$ cat src/rtl/plds_pkg.sv
package plds_pkg;

    typedef enum logic [1:0] {
        ST_IDLE = 2'd0,
        ST_PTR  = 2'd1,
        ST_DATA = 2'd2
    } seq_state_e;

    typedef enum logic [2:0] {
        AM_NONE   = 3'd0,
        AM_DIRECT = 3'd1,
        AM_INDIR  = 3'd2,
        AM_BASE   = 3'd3,
        AM_LEA    = 3'd4
    } amode_e;

    typedef struct packed {
        amode_e mode;
        logic   is_store;
    } op_info_t;

    localparam int OPC_W = 4;

    function automatic op_info_t decode_op(input logic [OPC_W-1:0] opc);
        op_info_t r;
        case (opc)
            4'b0010: r = '{mode: AM_DIRECT, is_store: 1'b0};
            4'b0011: r = '{mode: AM_DIRECT, is_store: 1'b1};
            4'b1010: r = '{mode: AM_INDIR,  is_store: 1'b0};
            4'b1011: r = '{mode: AM_INDIR,  is_store: 1'b1};
            4'b0110: r = '{mode: AM_BASE,   is_store: 1'b0};
            4'b0111: r = '{mode: AM_BASE,   is_store: 1'b1};
            4'b1110: r = '{mode: AM_LEA,    is_store: 1'b0};
            default: r = '{mode: AM_NONE,   is_store: 1'b0};
        endcase
        return r;
    endfunction

endpackage

$ cat src/rtl/plds_ea_calc.sv
module plds_ea_calc #(
    parameter int WORD_W     = 16,
    parameter int PAGE_OFS_W = 9,
    parameter int BASE_OFS_W = 6,
    localparam int PAGE_W    = WORD_W - PAGE_OFS_W
) (
    input  logic [PAGE_W-1:0] page,
    input  logic [WORD_W-1:0] instr,
    input  logic [WORD_W-1:0] base,
    output logic [WORD_W-1:0] ea_page,
    output logic [WORD_W-1:0] ea_base
);
    // In-page form: page bits are joined, never added.
    assign ea_page = {page, instr[PAGE_OFS_W-1:0]};
    // Base form: unsigned offset, wraps modulo 2^WORD_W.
    assign ea_base = base + {{(WORD_W-BASE_OFS_W){1'b0}}, instr[BASE_OFS_W-1:0]};
endmodule

$ cat src/rtl/plds_flag_gen.sv
module plds_flag_gen #(
    parameter int WORD_W = 16
) (
    input  logic [WORD_W-1:0] value,
    output logic [2:0]        nzp
);
    logic neg, zero;
    assign neg  = value[WORD_W-1];
    assign zero = (value == '0);
    assign nzp  = {neg, zero, ~neg & ~zero};
endmodule

$ cat src/rtl/paged_ldst_seq.sv
module paged_ldst_seq
    import plds_pkg::*;
#(
    parameter int WORD_W     = 16,
    parameter int PAGE_OFS_W = 9,
    parameter int BASE_OFS_W = 6,
    parameter int REG_IDX_W  = 3,
    localparam int PAGE_W    = WORD_W - PAGE_OFS_W,
    localparam int OPC_LSB   = WORD_W - OPC_W,
    localparam int IDX_MSB   = OPC_LSB - 1
) (
    input  logic                 clk,
    input  logic                 rst_n,
    input  logic                 start,
    input  logic [PAGE_W-1:0]    pc_page,
    input  logic [WORD_W-1:0]    instr,
    input  logic [WORD_W-1:0]    base_val,
    input  logic [WORD_W-1:0]    src_val,
    output logic                 busy,
    output logic [WORD_W-1:0]    mem_addr,
    output logic [WORD_W-1:0]    mem_wdata,
    output logic                 mem_rd,
    output logic                 mem_wr,
    input  logic [WORD_W-1:0]    mem_rdata,
    input  logic                 mem_ready,
    output logic                 rf_we,
    output logic [REG_IDX_W-1:0] rf_idx,
    output logic [WORD_W-1:0]    rf_data,
    output logic                 flag_we,
    output logic [2:0]           flag_nzp,
    output logic                 done
);

    typedef struct packed {
        seq_state_e           st;
        logic                 is_store;
        logic [WORD_W-1:0]    addr;
        logic [WORD_W-1:0]    wdata;
        logic [REG_IDX_W-1:0] idx;
        logic                 rf_we;
        logic [WORD_W-1:0]    rf_data;
        logic                 flag_we;
        logic [2:0]           nzp;
        logic                 done;
    } seq_regs_t;

    seq_regs_t r_d, r_q;

    logic [WORD_W-1:0] ea_page, ea_base, wb_val;
    logic [2:0]        wb_nzp;
    op_info_t          info;

    assign info = decode_op(instr[WORD_W-1:OPC_LSB]);

    plds_ea_calc #(
        .WORD_W(WORD_W), .PAGE_OFS_W(PAGE_OFS_W), .BASE_OFS_W(BASE_OFS_W)
    ) i_ea (
        .page(pc_page), .instr(instr), .base(base_val),
        .ea_page(ea_page), .ea_base(ea_base)
    );

    // Value written back: in-page address when idle (LEA), memory word otherwise.
    assign wb_val = (r_q.st == ST_IDLE) ? ea_page : mem_rdata;

    plds_flag_gen #(.WORD_W(WORD_W)) i_flags (.value(wb_val), .nzp(wb_nzp));

    always_comb begin
        r_d         = r_q;
        r_d.rf_we   = 1'b0;
        r_d.flag_we = 1'b0;
        r_d.done    = 1'b0;
        case (r_q.st)
            ST_IDLE: begin
                if (start) begin
                    r_d.idx      = instr[IDX_MSB -: REG_IDX_W];
                    r_d.wdata    = src_val;
                    r_d.is_store = info.is_store;
                    case (info.mode)
                        AM_DIRECT: begin
                            r_d.addr = ea_page;
                            r_d.st   = ST_DATA;
                        end
                        AM_INDIR: begin
                            r_d.addr = ea_page;
                            r_d.st   = ST_PTR;
                        end
                        AM_BASE: begin
                            r_d.addr = ea_base;
                            r_d.st   = ST_DATA;
                        end
                        AM_LEA: begin
                            r_d.rf_we   = 1'b1;
                            r_d.rf_data = wb_val;
                            r_d.flag_we = 1'b1;
                            r_d.nzp     = wb_nzp;
                            r_d.done    = 1'b1;
                        end
                        default: r_d.done = 1'b1;
                    endcase
                end
            end
            ST_PTR: begin
                if (mem_ready) begin
                    r_d.addr = mem_rdata;
                    r_d.st   = ST_DATA;
                end
            end
            ST_DATA: begin
                if (mem_ready) begin
                    if (!r_q.is_store) begin
                        r_d.rf_we   = 1'b1;
                        r_d.rf_data = wb_val;
                        r_d.flag_we = 1'b1;
                        r_d.nzp     = wb_nzp;
                    end
                    r_d.done = 1'b1;
                    r_d.st   = ST_IDLE;
                end
            end
            default: r_d.st = ST_IDLE;
        endcase
    end

    always_ff @(posedge clk or negedge rst_n) begin
        if (!rst_n) r_q <= '0;
        else        r_q <= r_d;
    end

    assign busy      = (r_q.st != ST_IDLE);
    assign mem_addr  = r_q.addr;
    assign mem_wdata = r_q.wdata;
    assign mem_rd    = (r_q.st == ST_PTR) || ((r_q.st == ST_DATA) && !r_q.is_store);
    assign mem_wr    = (r_q.st == ST_DATA) && r_q.is_store;
    assign rf_we     = r_q.rf_we;
    assign rf_idx    = r_q.idx;
    assign rf_data   = r_q.rf_data;
    assign flag_we   = r_q.flag_we;
    assign flag_nzp  = r_q.nzp;
    assign done      = r_q.done;

    // read and write requests exclusive
    p_rd_wr_excl_r9: assert property (@(posedge clk) disable iff (!rst_n)
        !(mem_rd && mem_wr));

    // an unanswered read keeps its address
    p_rd_hold_r9: assert property (@(posedge clk) disable iff (!rst_n)
        (mem_rd && !mem_ready) |=> (mem_rd && $stable(mem_addr)));

    // an unanswered write keeps address and data
    p_wr_hold_r9: assert property (@(posedge clk) disable iff (!rst_n)
        (mem_wr && !mem_ready) |=> (mem_wr && $stable(mem_addr) && $stable(mem_wdata)));

    // exactly one flag set on each update
    p_flag_onehot_r8: assert property (@(posedge clk) disable iff (!rst_n)
        flag_we |-> ($countones(flag_nzp) == 1));

    // flags move only together with a register write
    p_flag_with_reg_r7: assert property (@(posedge clk) disable iff (!rst_n)
        flag_we |-> rf_we);

    // register write lands in the completion cycle
    p_reg_at_done_r11: assert property (@(posedge clk) disable iff (!rst_n)
        rf_we |-> done);

    // no memory traffic while idle
    p_idle_quiet_r10: assert property (@(posedge clk) disable iff (!rst_n)
        !busy |-> (!mem_rd && !mem_wr));

endmodule

$ cat config.mk
export PLATFORM = sky130hd
export DESIGN_NAME = paged_ldst_seq
export DESIGN_NICKNAME = d
export VERILOG_FILES = /design/src/rtl/plds_pkg.sv /design/src/rtl/plds_ea_calc.sv /design/src/rtl/plds_flag_gen.sv /design/src/rtl/paged_ldst_seq.sv
export SDC_FILE = /design/constraint.sdc
export NUM_CORES = 1
export LEC_CHECK = 0
export BUFFER_PORTS_ARGS = -buffer_cell sky130_fd_sc_hd__buf_2
export CELL_PAD_IN_SITES_DETAIL_PLACEMENT = 1
export CELL_PAD_IN_SITES_GLOBAL_PLACEMENT = 2
export CORE_MARGIN = 1
export CORE_UTILIZATION = 30
export CTS_CLUSTER_DIAMETER = 40
export DETAILED_ROUTE_END_ITERATION = 10
export PLACE_DENSITY = 0.88
export SLEW_MARGIN = 15
export SYNTH_ARGS = -nofsm -noshare
export SYNTH_HDL_FRONTEND = slang
export SYNTH_SLANG_ARGS = --single-unit
export TNS_END_PERCENT = 5
$ cat constraint.sdc
create_clock -name clk -period 4.05 [get_ports clk]
set_input_delay 0.81 -clock clk [delete_from_list [all_inputs] [get_ports clk]]
set_output_delay 0.81 -clock clk [all_outputs]
set_load 0.005 [all_outputs]
==> flow_summary.ini <==
[setup_path]
startpoint_type = flop
timing.critical_path.required_ns = 3.24
critical_path.cell_chain = nor2_4, inv_1, buf_2
r2r_setup_slack_ns = 1.46
critical_path_peak_fanout = 19
worst-endpoint-arrival_ns = 1.82
timing.critical_path.buf_inv = 2
slowest_delay_ns = 0.59
r2r_start = r_q[58]
rr_endpoint = mem_addr[7]
critical-path-top-delay-family = simple AND/OR/NAND/NOR gates
worst_setup_path_end_kind = primary output
worst-r2r-cell-count = 5
crit_path_top_delay_cell = sky130_fd_sc_hd__nor2_4
criticalPathCategory = reg -> out

[drt]
route.vias.total = 3100
firstDrtPassIters = 4
vias_per_cell = 5.11
detail_route.drc_violations = 0
wirelength_mm = 11.2
first_iter_violations = 197
postRouteAntennaNets = 0
wire_per_inst_microns = 18.5

[min_path]
min_path_type = reg -> reg
whs_endpoint = flag_nzp[0]
hold_path.startpoint = flag_nzp[0]
whs_path_depth = 2

[cts]
cts_post_setup_buffers_inserted = 0
worst_skew_pair.late_latency_ns = 0.32
clock_sinks = 58
cts_repair_resize_count = 0
max_h_tree_level = 3
tritoncts_clock_tree = yes
cts_root_buf = sky130_fd_sc_hd__clkbuf_16
clk_path_buf_depth = 2
cts-buffers-inserted = 9
clkTransAtPathRegs_ns = 0.05
cts_hold_buffers = 0

[sta]
max-slew-margin-rel = 0.435
final.setup.tns_ns = 0
layout_worst_path_cycle_share = 0.650
hold_viol_final = 0
maxSlewViolCount = 0
max_slew.worst_pin.slew_ns = 0.844
unrepaired_setup_endpoints_after_global_routing = false
post_layout_min_period_ns = 2.63
clock_skew_ns = 0.00870
report.final.setup_viol = 0
max_freq_mhz = 380

[logic_synthesis]
synth_compound_area_frac = 0.159
post_synth_num_cell_types = 54
yosys.area_share.simple = 0.144
synthCells = 378
synthesis.nets = 460
syn-mean-instance-area_sq_um = 9.72
syn_area_sq_um = 3670
synth-async-reset-ratio = 1.00
synth_xor_xnor_area_share = 0.0215
combinational_family_with_the_most_area_after_synthesis = compound AO/OA/AOI/OAI gates
sequential_fraction_of_the_synthesis_area = 0.395
yosys_register_bits = 58
synth_flop_cell = sky130_fd_sc_hd__dfrtp_1
synth_edf_count = 0
yosys-mux-area-fraction = 0.111
synthesis.yosys.warnings = 0
post_synth_fa_ha_maj_area_fraction = 0.0259

[cells_and_area]
nNetsFinal = 537
final.fill_count = 1414
antenna-diode-count = 0
layout-area-overhead-vs-synth_pct = 18.5
final_cell_count_no_fill = 607
ratio_of_cells_with_drive_above_1_in_the_final_layout = 0.396

[power]
p_per_area_nw_per_um2 = 639
ir_worst_vdd_v = 0.000233
leakage_nw = 2.07

[placed_design]
dp_cells = 591
gp_congestion = 0.904
portBuffers = 134
post-dp-hpwl_mm = 9.05

[global_route]
grt_pass1_wl_mm = 17.8
grt_overflow = 0
grt_util_met2 = 0.307
first_global_vias = 3247
globalRouteMet1Util = 0.241
antenna_found_initial = 0
use_met3 = 0.0313
grt_max_degree = 36
grt_usage = 0.184
grt_busiest_layer = met2

[status]
outcome = finished clean

[floorplanning]
floorplan.initialDensity = 0.307
floorplan.die.width_microns = 113
placement_rows = 40
core_area_sq_um = 12000
dieHeight_microns = 113
dieArea_sq_um = 12700
io_pins = 135

[job]
drv.max_cap_violation_count = 0
==> worst max-delay path by stage <==
| stage | from | end | slack [ns] | cells after the start |
|---|---|---|---|---|
| floorplan | instr[0] | mem_addr[10] | 1.71 | 8 |
| global placement | start | mem_addr[7] | 1.27 | 7 |
| detailed placement | start | mem_addr[7] | 1.18 | 7 |
| CTS | r_q[58] | busy | 1.42 | 3 |
| global route | r_q[58] | mem_addr[7] | 1.22 | 5 |
| finish | r_q[58] | busy | 1.42 | 3 |
==> tightest hold or removal path: stages (launching register included) <==
cell and delay [ns]:
sky130_fd_sc_hd__dfrtp_1 0.34, sky130_fd_sc_hd__nand2_1 0.05, sky130_fd_sc_hd__o31ai_1 0.05
==> registers in the layout, summed over array words and instances, names as in the netlist <==
register and count:
mem_wdata 16, done 1, flag_we 1, rf_data 16, rf_idx 3, r_q 3, mem_addr 16, flag_nzp 2
==> cell usage after synthesis, drive strengths merged, types with 5 or more instances <==
library cell	number	area [sq um]
buf	65	472
dfrtp	58	1450
nand2	33	124
o21ai	33	165
mux2	22	248
a21oi	19	95.1
nor2	18	75.1
mux2i	16	160
nor4	11	68.8
a221oi	8	95.1
inv	8	30.0
clkbuf	7	26.3
and3	6	37.5
ha	6	75.1
nand3b	5	37.5
xor2	5	43.8
==> cells by family (layout without fill, tap and decap cells) <==
family          after synthesis  in the layout
fa+ha+maj                     7              7
simple gates                 99             99
buf+inv                      80            162
flops                        58             58
compound gates               87             87
mux                          38             38
xor+xnor                      9              9
==> layout by cell type, fill, tap and decap left out, drive strengths merged, types with 5 or more instances in the layout <==
cell type / Yosys / routed
xor2: 5 / 5
a221oi: 8 / 8
clkbuf: 7 / 12
mux2i: 16 / 16
mux2: 22 / 22
nor4: 11 / 11
ha: 6 / 6
nand3b: 5 / 5
inv: 8 / 8
a21oi: 19 / 19
o21ai: 33 / 33
and3: 6 / 6
dfrtp: 58 / 58
nand2: 33 / 33
buf: 65 / 138
nor2: 18 / 18
==> area by class of cell <==
class | instances | area [sq um] | area share
clock buffers | 12 | 267 | 0.0612
multi-input cells | 240 | 1700 | 0.389
inverters | 8 | 30.0 | 0.00690
flip-flops and latches | 58 | 1450 | 0.333
well taps | 147 | 184 | 0.0423
clock inverters | 4 | 25.0 | 0.00575
repair buffers | 138 | 701 | 0.161
==> metrics by stage <==
step / cell area, sq um / utilization / setup WS [ns] / hold slack (ns) / total power [W]
floorplan: 3670 / - / 1.71 / 0.450 / 0.00193
global placement: 4060 / 0.340 / 1.27 / 0.463 / 0.00204
detailed placement: 4060 / 0.340 / 1.18 / 0.475 / 0.00209
CTS: 4350 / 0.364 / 1.42 / 0.487 / 0.00282
global route: 4350 / 0.364 / 1.22 / 0.505 / 0.00298
finish: 4350 / 0.364 / 1.42 / 0.474 / 0.00278
==> power breakdown <==
part | leakage, nW | total [W] | internal, W | switching [W]
combinational | 1.23 | 0.00103 | 0.000519 | 0.000513
clock | 0.141 | 0.000718 | 0.000461 | 0.000257
sequential | 0.702 | 0.00103 | 0.000852 | 0.000181
==> routing by layer <==
metal | vias to the layer above | routed length [microns]
met4 | 0 | 154
met1 | 1541 | 5040
met3 | 10 | 432
met5 | - | 0
li1 | 1471 | -
met2 | 78 | 5610
Note: power is estimated with default switching activity, not from simulation.
